**config.mk**
```make
export PLATFORM = sky130hd
export DESIGN_NAME = irq_router
export DESIGN_NICKNAME = d
export VERILOG_FILES = /design/src/rtl/irq_router_pkg.sv /design/src/rtl/irq_slot_map.sv /design/src/rtl/irq_trig_sel.sv /design/src/rtl/irq_drive.sv /design/src/rtl/irq_router.sv
export SDC_FILE = /design/constraint.sdc
export NUM_CORES = 1
export LEC_CHECK = 0
export ABC_AREA = 1
export BUFFER_PORTS_ARGS = -buffer_cell sky130_fd_sc_hd__buf_2
export CELL_PAD_IN_SITES_DETAIL_PLACEMENT = 0
export CELL_PAD_IN_SITES_GLOBAL_PLACEMENT = 1
export CORE_ASPECT_RATIO = 2
export CORE_MARGIN = 3
export CORE_UTILIZATION = 24
export CTS_BUF_LIST = sky130_fd_sc_hd__clkbuf_4
export CTS_CLUSTER_SIZE = 24
export DETAILED_ROUTE_END_ITERATION = 16
export PLACE_DENSITY_LB_ADDON = 0.1
export REMOVE_ABC_BUFFERS = 1
export SLEW_MARGIN = 20
export SYNTH_ARGS = -nofsm -noshare
export SYNTH_HDL_FRONTEND = slang
export SYNTH_SLANG_ARGS = --single-unit
```
**constraint.sdc**
```tcl
create_clock -name clk_i -period 1.05 [get_ports clk_i]
set_input_delay 0.315 -clock clk_i [delete_from_list [all_inputs] [get_ports clk_i]]
set_output_delay 0.315 -clock clk_i [all_outputs]
set_load 0.02 [all_outputs]
```
**src/rtl/irq_router_pkg.sv**
```systemverilog
package irq_router_pkg;
  localparam int CTRL_W     = 32;
  localparam int IDX_W      = $clog2(CTRL_W);
  localparam int HUB_SLOT   = 5;
  localparam int GFX_SLOT   = 6;
  localparam int NET_SLOT   = 7;
  localparam int GFX_LINE   = 4;
  localparam int NET_LINE   = 5;
  localparam int WIDE_FIRST = 8;
  localparam int WIDE_LAST  = 12;
  localparam int WIDE_OFS   = 6;
  localparam int HUB_PINS   = 4;

  typedef struct packed {
    logic             hit;
    logic [IDX_W-1:0] idx;
  } route_t;
endpackage

```
**src/rtl/irq_slot_map.sv**
```systemverilog
module irq_slot_map
  import irq_router_pkg::*;
#(
  parameter int SLOT_W = 4,
  parameter int PIN_W  = 2
) (
  input  logic [SLOT_W-1:0] slot_i,
  input  logic [PIN_W-1:0]  pin_i,
  output route_t            route_o
);
  localparam int NUM_WIDE = WIDE_LAST - WIDE_FIRST + 1;

  logic [NUM_WIDE-1:0]  wide_hit;
  logic [IDX_W-1:0]     wide_idx [NUM_WIDE];

  // one decode lane per wide slot
  for (genvar g = 0; g < NUM_WIDE; g++) begin : g_wide
    assign wide_hit[g] = (slot_i == SLOT_W'(WIDE_FIRST + g));
    assign wide_idx[g] = IDX_W'(g + WIDE_OFS) + IDX_W'(pin_i);
  end

  always_comb begin
    route_o = '0;
    if (slot_i == SLOT_W'(HUB_SLOT)) begin
      route_o.hit = 1'b1;
      route_o.idx = IDX_W'(32'(pin_i) % HUB_PINS);
    end else if (slot_i == SLOT_W'(GFX_SLOT)) begin
      route_o.hit = 1'b1;
      route_o.idx = IDX_W'(GFX_LINE);
    end else if (slot_i == SLOT_W'(NET_SLOT)) begin
      route_o.hit = 1'b1;
      route_o.idx = IDX_W'(NET_LINE);
    end else begin
      for (int k = 0; k < NUM_WIDE; k++) begin
        if (wide_hit[k]) begin
          route_o.hit = 1'b1;
          route_o.idx = wide_idx[k];
        end
      end
    end
  end
endmodule

```
**src/rtl/irq_trig_sel.sv**
```systemverilog
module irq_trig_sel
  import irq_router_pkg::*;
(
  input  logic [IDX_W-1:0]  idx_i,
  input  logic [CTRL_W-1:0] edge_sel_i,
  input  logic [CTRL_W-1:0] polarity_i,
  output logic              is_edge_o,
  output logic              pol_o
);
  assign is_edge_o = edge_sel_i[idx_i];
  assign pol_o     = polarity_i[idx_i];
endmodule

```
**src/rtl/irq_drive.sv**
```systemverilog
module irq_drive
  import irq_router_pkg::*;
#(
  parameter int LINE_BASE = 32,
  parameter int NUM_W     = 6
) (
  input  logic             clk_i,
  input  logic             rst_ni,
  input  logic             take_i,
  input  logic [IDX_W-1:0] idx_i,
  input  logic             is_edge_i,
  input  logic             pol_i,
  output logic             irq_o,
  output logic             line_vld_o,
  output logic [NUM_W-1:0] line_num_o
);
  logic irq_q, pend_q, vld_q;
  logic [NUM_W-1:0] num_q;

  always_ff @(posedge clk_i or negedge rst_ni) begin
    if (!rst_ni) begin
      irq_q  <= 1'b0;
      pend_q <= 1'b0;
      vld_q  <= 1'b0;
      num_q  <= '0;
    end else begin
      vld_q <= take_i;
      if (take_i) begin
        num_q <= NUM_W'(LINE_BASE) + NUM_W'(idx_i);
        if (is_edge_i) begin
          irq_q  <= 1'b1;
          pend_q <= 1'b1;
        end else begin
          irq_q  <= pol_i;
          pend_q <= 1'b0;
        end
      end else if (pend_q) begin
        // pulse ends
        irq_q  <= 1'b0;
        pend_q <= 1'b0;
      end
    end
  end

  assign irq_o      = irq_q;
  assign line_vld_o = vld_q;
  assign line_num_o = num_q;
endmodule

```
**src/rtl/irq_router.sv**
```systemverilog
module irq_router
  import irq_router_pkg::*;
#(
  parameter int LINE_BASE = 32,
  parameter int SLOT_W    = 4,
  parameter int PIN_W     = 2,
  parameter int NUM_W     = 6
) (
  input  logic              clk_i,
  input  logic              rst_ni,
  input  logic              req_valid_i,
  input  logic [SLOT_W-1:0] req_slot_i,
  input  logic [PIN_W-1:0]  req_pin_i,
  input  logic              req_level_i,
  input  logic [CTRL_W-1:0] edge_sel_i,
  input  logic [CTRL_W-1:0] polarity_i,
  output logic              irq_o,
  output logic              line_vld_o,
  output logic [NUM_W-1:0]  line_num_o
);
  route_t route;
  logic   is_edge, pol_bit, take;
  logic   unused_level;

  assign unused_level = req_level_i;

  irq_slot_map #(.SLOT_W(SLOT_W), .PIN_W(PIN_W)) u_map (
    .slot_i (req_slot_i),
    .pin_i  (req_pin_i),
    .route_o(route)
  );

  irq_trig_sel u_sel (
    .idx_i     (route.idx),
    .edge_sel_i(edge_sel_i),
    .polarity_i(polarity_i),
    .is_edge_o (is_edge),
    .pol_o     (pol_bit)
  );

  assign take = req_valid_i & route.hit;

  irq_drive #(.LINE_BASE(LINE_BASE), .NUM_W(NUM_W)) u_drv (
    .clk_i     (clk_i),
    .rst_ni    (rst_ni),
    .take_i    (take),
    .idx_i     (route.idx),
    .is_edge_i (is_edge),
    .pol_i     (pol_bit),
    .irq_o     (irq_o),
    .line_vld_o(line_vld_o),
    .line_num_o(line_num_o)
  );
endmodule

```
==> flow_metrics.tcl, run 1 <==
set metrics [dict create \
    start_util 0.250 \
    place_area_um2 1400 \
    drt_iter0_drc 14 \
    cts-root-buf "clkbuf_4" \
    syn2layout_area_growth_pct 97.6 \
    cp.required_ns 1.19 \
    nFillCells 405 \
    setup_ws_ns -0.466 \
    port_buffers 47 \
    violations "setup timing" \
    clk_pin_slew_ns 0.05 \
    netlist_instances 157 \
    power_density_nw_per_um2 793 \
    synth_area_leaders "dfrtp_1, nand3_1, nand2_1" \
    reg2reg_to "u_drv.line_num_o[5]" \
    h-tree-depth 1 \
    tns_ns -2.05 \
    dieArea_um2 4900 \
    fin_crit_sh 1.44 \
    yosysSeqAreaShare 0.206 \
    place_congestion 0.793 \
    viasPerCell 4.69 \
    grt_max_degree 18 \
    via_count 1352 \
    path_class "input pin to register" \
    peakVddDrop_uv 425 \
    yosysTopAreaCell "dfrtp_1" \
    die_y_um 96.0 \
    grt_pass1_wl_mm 5.80 \
    final_area_um2 1920 \
    yosysWarnings 0 \
    setup_viol 15 \
    start_kind "input pin" \
    clk_latency_ns 0.25 \
    antenna_found_initial 0 \
    wl_per_cell_um 12.7 \
    diodes 0 \
    path_max_fanout 9 \
    dpl.cell_count 272 \
    rsz0062_at_grt "true" \
    post_synth_num_cell_types 26 \
    seq_area_um2 200 \
    cts_tree "done" \
    instances_no_fill 288 \
    reg2reg_slack_ns 0.18 \
    fin_worst_skew_ns 0.00166 \
    core_um2 3880 \
    worstHoldPathType "input pin to async pin" \
    route.detailed.drc 0 \
    nets 315 \
    ant_nets 0 \
    dp_hpwl_mm 2.87 \
    ys_ff_latch 8 \
    cts.sinks 8 \
    grt_pass1_vias 1475 \
    fmax_ghz 0.660 \
    pre_cts_ws_ns -0.862 \
    multi_input_area_um2 841 \
    leakage_nw 1.02 \
    slew_violations 0 \
    r2r_start "u_drv.line_num_o[5]" \
    syn_avg_cell_area_um2 6.19 \
    synth_top_cell_area_share 0.206 \
    cts_inserted_buffers 3 \
    drive_gt1_frac 0.574 \
    fp-row-count 32 \
    fin_crit_ns 1.52 \
    maxCapViolations 0 \
    outcome "complete, but fails checks" \
    drt_wl_total_mm 3.67 \
    overflow 0 \
    cts_buffer_depth 2 \
    cp.arrival_ns 1.66 \
    syn_area_um2 972 \
    die_w_um 51.0 \
    cp-end-kind "register" \
    io_pins 82 \
    drt-pass1-iter-count 4 \
    grt.total_usage 0.154 \
    r2r_cells 2 \
    hold_viol_final 0 \
]
==> cells in the final DEF, fill, tap and decap left out, types with 6 or more instances in the layout <==
cell,instances
buf_2,34
buf_4,19
buf_6,23
dfrtp_1,8
inv_1,12
nand2_1,28
nand2_2,9
nand2_4,9
nand3_1,31
nand3_2,6
nand3b_1,8
nor2_1,6
==> cells by family after synthesis <==
| group | share of synthesized area |
|---|---|
| and+or+nand+nor | 0.584 |
| buffers and inverters | 0.139 |
| DFF | 0.206 |
| AOI/OAI and AO/OA | 0.0322 |
| adders and majority gates | 0.0257 |
| xor gates and xnor gates | 0.00901 |
| other | 0.00386 |
==> how the worst max path moves through the flow <==
stage	from	to	slack, ns	cells past startpoint
after floorplan	req_pin_i[0]	u_drv.irq_o	-0.64	14
after global placement	req_pin_i[0]	u_drv.irq_o	-0.83	17
after detailed placement	req_pin_i[0]	u_drv.irq_o	-0.86	17
after CTS	req_pin_i[1]	u_drv.irq_o	-0.46	17
after global routing	req_pin_i[0]	u_drv.irq_o	-0.64	16
final	req_pin_i[0]	u_drv.irq_o	-0.47	16
==> flip-flops by register name (all words and copies together) (netlist names) <==
signal	count
u_drv.irq_o	1
u_drv.line_num_o	5
u_drv.line_vld_o	1
u_drv.pend_q	1
==> layout make-up <==
type,count,share of cell area
Timing Repair Buffer,82,0.355
Multi-Input combinational cell,121,0.438
Inverter,23,0.0580
Sequential cell,8,0.104
Clock buffer,3,0.0117
Tap cell,51,0.0332
==> power breakdown <==
part,total (W),internal [W],switching (W)
sequential,0.000383,0.000355,0.0000287
combinational,0.000907,0.000462,0.000445
clock,0.000232,0.000131,0.000101
total,0.00152,0.000947,0.000575
==> worst max-delay path, stage by stage <==
cell,delay [ns]
buf_6,0.09
inv_2,0.07
ha_4,0.20
nand2_2,0.07
nand2_1,0.05
nand2_1,0.07
nand3_2,0.10
a21oi_2,0.19
buf_12,0.14
nand3_1,0.06
nand3_1,0.07
nand2_1,0.05
nand2_1,0.05
nand2_1,0.05
nand2_1,0.05
nand2_1,0.04
==> metrics by stage <==
stage	util	hold slack [ns]	power [W]
floorplan	-	0.0194	0.000722
global placement	0.361	0.159	0.00101
detailed placement	0.361	0.163	0.00102
CTS	0.451	0.437	0.00145
global route	0.495	0.459	0.00164
finish	0.495	0.447	0.00152
==> per-layer routing <==
layer / GRT usage / vias up / part of all wire
met5: 0 / - / 0
met4: 0.0719 / 0 / 0.037
met3: 0.00620 / 13 / 0.029
met2: 0.349 / 35 / 0.65
met1: 0.119 / 633 / 0.29
li1: - / 671 / -
==> synthesized netlist by cell type <==
cell	count
inv_1	22
or2_2	1
nor4_2	1
nand3_1	35
buf_4	2
xor2_1	1
nor3_1	1
inv_4	1
nor2_2	2
buf_2	1
nand3b_1	8
nand2_1	40
buf_8	1
o211ai_1	1
o21ai_0	3
nor3_2	1
dfrtp_1	8
nor2_1	10
nand2_2	7
ha_1	2
nand2_4	2
conb_1	1
buf_6	1
nand3_2	2
a21oi_2	1
nand4_1	2
==> repair_timing <==
action	in CTS	in global routing
resized for setup	79	34
buffers inserted	8	8
hold buffers	1	0
endpoints found under the hold margin	8	0
endpoints found under the setup margin	15	15
pin swaps	15	14
No activity file was read; power rests on OpenSTA's default activity.
==> run 2, diff against run 1 <==
--- a/config.mk
+++ b/config.mk
@@ -6,15 +6,14 @@
 export NUM_CORES = 1
 export LEC_CHECK = 0
 export ABC_AREA = 1
-export BUFFER_PORTS_ARGS = -buffer_cell sky130_fd_sc_hd__buf_2
 export CELL_PAD_IN_SITES_DETAIL_PLACEMENT = 0
 export CELL_PAD_IN_SITES_GLOBAL_PLACEMENT = 1
-export CORE_ASPECT_RATIO = 2
 export CORE_MARGIN = 3
-export CORE_UTILIZATION = 24
+export CORE_UTILIZATION = 40
 export CTS_BUF_LIST = sky130_fd_sc_hd__clkbuf_4
 export CTS_CLUSTER_SIZE = 24
 export DETAILED_ROUTE_END_ITERATION = 16
+export DONT_BUFFER_PORTS = 1
 export PLACE_DENSITY_LB_ADDON = 0.1
 export REMOVE_ABC_BUFFERS = 1
 export SLEW_MARGIN = 20
==> run 2 against run 1 <==
Net effect:
- the flow still finishes with violations (setup timing)
- first-iteration DRC count is 21% higher
- clock skew is 0.0017 ns higher
- cell area is 22% lower
- non-clock buffer count is 51 lower
- wire length is 19% lower
==> flow_metrics.tcl, run 2 (synthesis gave the netlist of run 1 again) <==
set metrics [dict create \
    outcome "complete, but fails checks" \
    violations "setup timing" \
    grt_max_degree 18 \
    power_density_nw_per_um2 871 \
    cts.sinks 8 \
    drt-pass1-iter-count 4 \
    clk_pin_slew_ns 0.05 \
    peakVddDrop_uv 779 \
    clk_latency_ns 0.25 \
    cts_buffer_depth 2 \
    route.detailed.drc 0 \
    diodes 0 \
    cp-end-kind "register" \
    cts_tree "done" \
    wl_per_cell_um 13.9 \
    crit_chain "inv_12 -> ha_4 -> nand2_2 -> inv_1 -> nor2_1 -> nand2_1 -> nand3_2 -> a21oi_2 -> buf_6 -> buf_6 -> nand3_2 -> nand3_2 -> nand2_1 -> nand2_1 -> nand2_1 -> nand2_1 -> nand2_1" \
    die_y_um 55.3 \
    cp.arrival_ns 1.63 \
    drive_gt1_frac 0.516 \
    fp-row-count 17 \
    antenna_found_initial 0 \
    cp.required_ns 1.19 \
    io_pins 82 \
    worstHoldPathType "input pin to register" \
    dieArea_um2 3060 \
    top_layer "met4" \
    place_area_um2 1110 \
    start_util 0.431 \
    hold_viol_final 0 \
    rsz0062_at_grt "true" \
    wl_met2_mm 1.44 \
    layout_common_cells "nand2_1, buf_4, nand3_1, nand3_2, inv_1" \
    port_buffers 0 \
    die_w_um 55.3 \
    place_congestion 0.753 \
    ant_nets 0 \
    dp_hpwl_mm 2.07 \
    path_max_fanout 5 \
    multi_input_area_um2 847 \
    grt_pass1_wl_mm 4.60 \
    viasPerCell 5.29 \
    via_count 1131 \
    h-tree-depth 1 \
    setup_ws_ns -0.440 \
    slew_violations 0 \
    cts-root-buf "clkbuf_4" \
    drt-met1-wl_mm 1.34 \
    maxCapViolations 0 \
    critPathMaxStageDelay_ns 0.24 \
    setup_viol 5 \
    grt.total_usage 0.182 \
    crit_path_top_delay_cell "ha_4" \
    seq_area_um2 204 \
    fin_crit_ns 1.49 \
    start_kind "input pin" \
    path_class "input pin to register" \
    leakage_nw 0.765 \
    nets 264 \
    overflow 0 \
    core_um2 2250 \
    fin_crit_sh 1.42 \
    fmax_ghz 0.671 \
    cts_inserted_buffers 3 \
    layout_commonest_cell "nand2_1" \
    critPathBufInv 4 \
    drt_wl_total_mm 2.97 \
    largest_reg_flops 5 \
    fin_worst_skew_ns 0.00337 \
    critPathTopFamily "simple AND/OR/NAND/NOR gates" \
    met3_length_um 152 \
    nFillCells 221 \
    syn2layout_area_growth_pct 54.2 \
    final_area_um2 1500 \
    drt_iter0_drc 17 \
    grt_pass1_vias 1058 \
    path_common_cell "nand2_1" \
    tns_ns -1.20 \
]
-- run 2: changes by cell type in the layout (fill, tap and decap cells not counted), sizes merged --
cell  previous run  this run
buf             81        30
-- run 2: per-layer routing --
metal  vias to the layer above  GRT usage
li1                        564          -
met1                       513      0.241
met2                        50      0.302
met3                         4     0.0280
met4                         0     0.0521
met5                         -          0
-- run 2: what timing repair did --
item,in CTS,in global routing
setup buffers,6,7
gates resized for setup,45,37
endpoints found under the hold margin,8,0
hold buffers,1,0
pin swaps,18,23
endpoints found under the setup margin,6,10
-- run 2: path summary, 6_finish.rpt --
kind / start / slack, ns / depth (start not counted) / endpoint
setup reg to reg: u_drv.line_num_o[5] / 0.15 / 1 / u_drv.line_num_o[5]
max in group asynchronous: rst_ni / 0.38 / 1 / u_drv.line_num_o[0]
hold reg to reg: u_drv.pend_q / 0.54 / 3 / u_drv.irq_o
min in group asynchronous: rst_ni / 0.40 / 1 / u_drv.pend_q
setup / recovery: req_pin_i[0] / -0.44 / 17 / u_drv.irq_o
hold / removal: req_valid_i / 0.34 / 3 / u_drv.line_num_o[5]
-- run 2: through the flow --
stage / hold slack (ns) / instances / util / power, W / setup slack, ns
after floorplan: 0.0194 / 152 / - / 0.000722 / -0.644
after global placement: 0.0196 / 200 / 0.493 / 0.000859 / -0.705
after detailed placement: 0.0196 / 200 / 0.493 / 0.000867 / -0.752
after CTS: 0.368 / 209 / 0.594 / 0.00120 / -0.414
after global routing: 0.358 / 214 / 0.665 / 0.00139 / -0.547
final: 0.340 / 214 / 0.665 / 0.00131 / -0.440
-- run 2: area by class of cell --
| class | instances | share of cell area |
|---|---|---|
| inverters | 23 | 0.0760 |
| well taps | 28 | 0.0234 |
| multi-input cells | 121 | 0.565 |
| repair buffers | 31 | 0.184 |
| flip-flops and latches | 8 | 0.136 |
| clock buffers | 3 | 0.0150 |
-- run 2: power by group --
group          internal (W)  switching (W)
clock network      0.000131       0.000106
logic              0.000295       0.000332
registers          0.000358      0.0000836
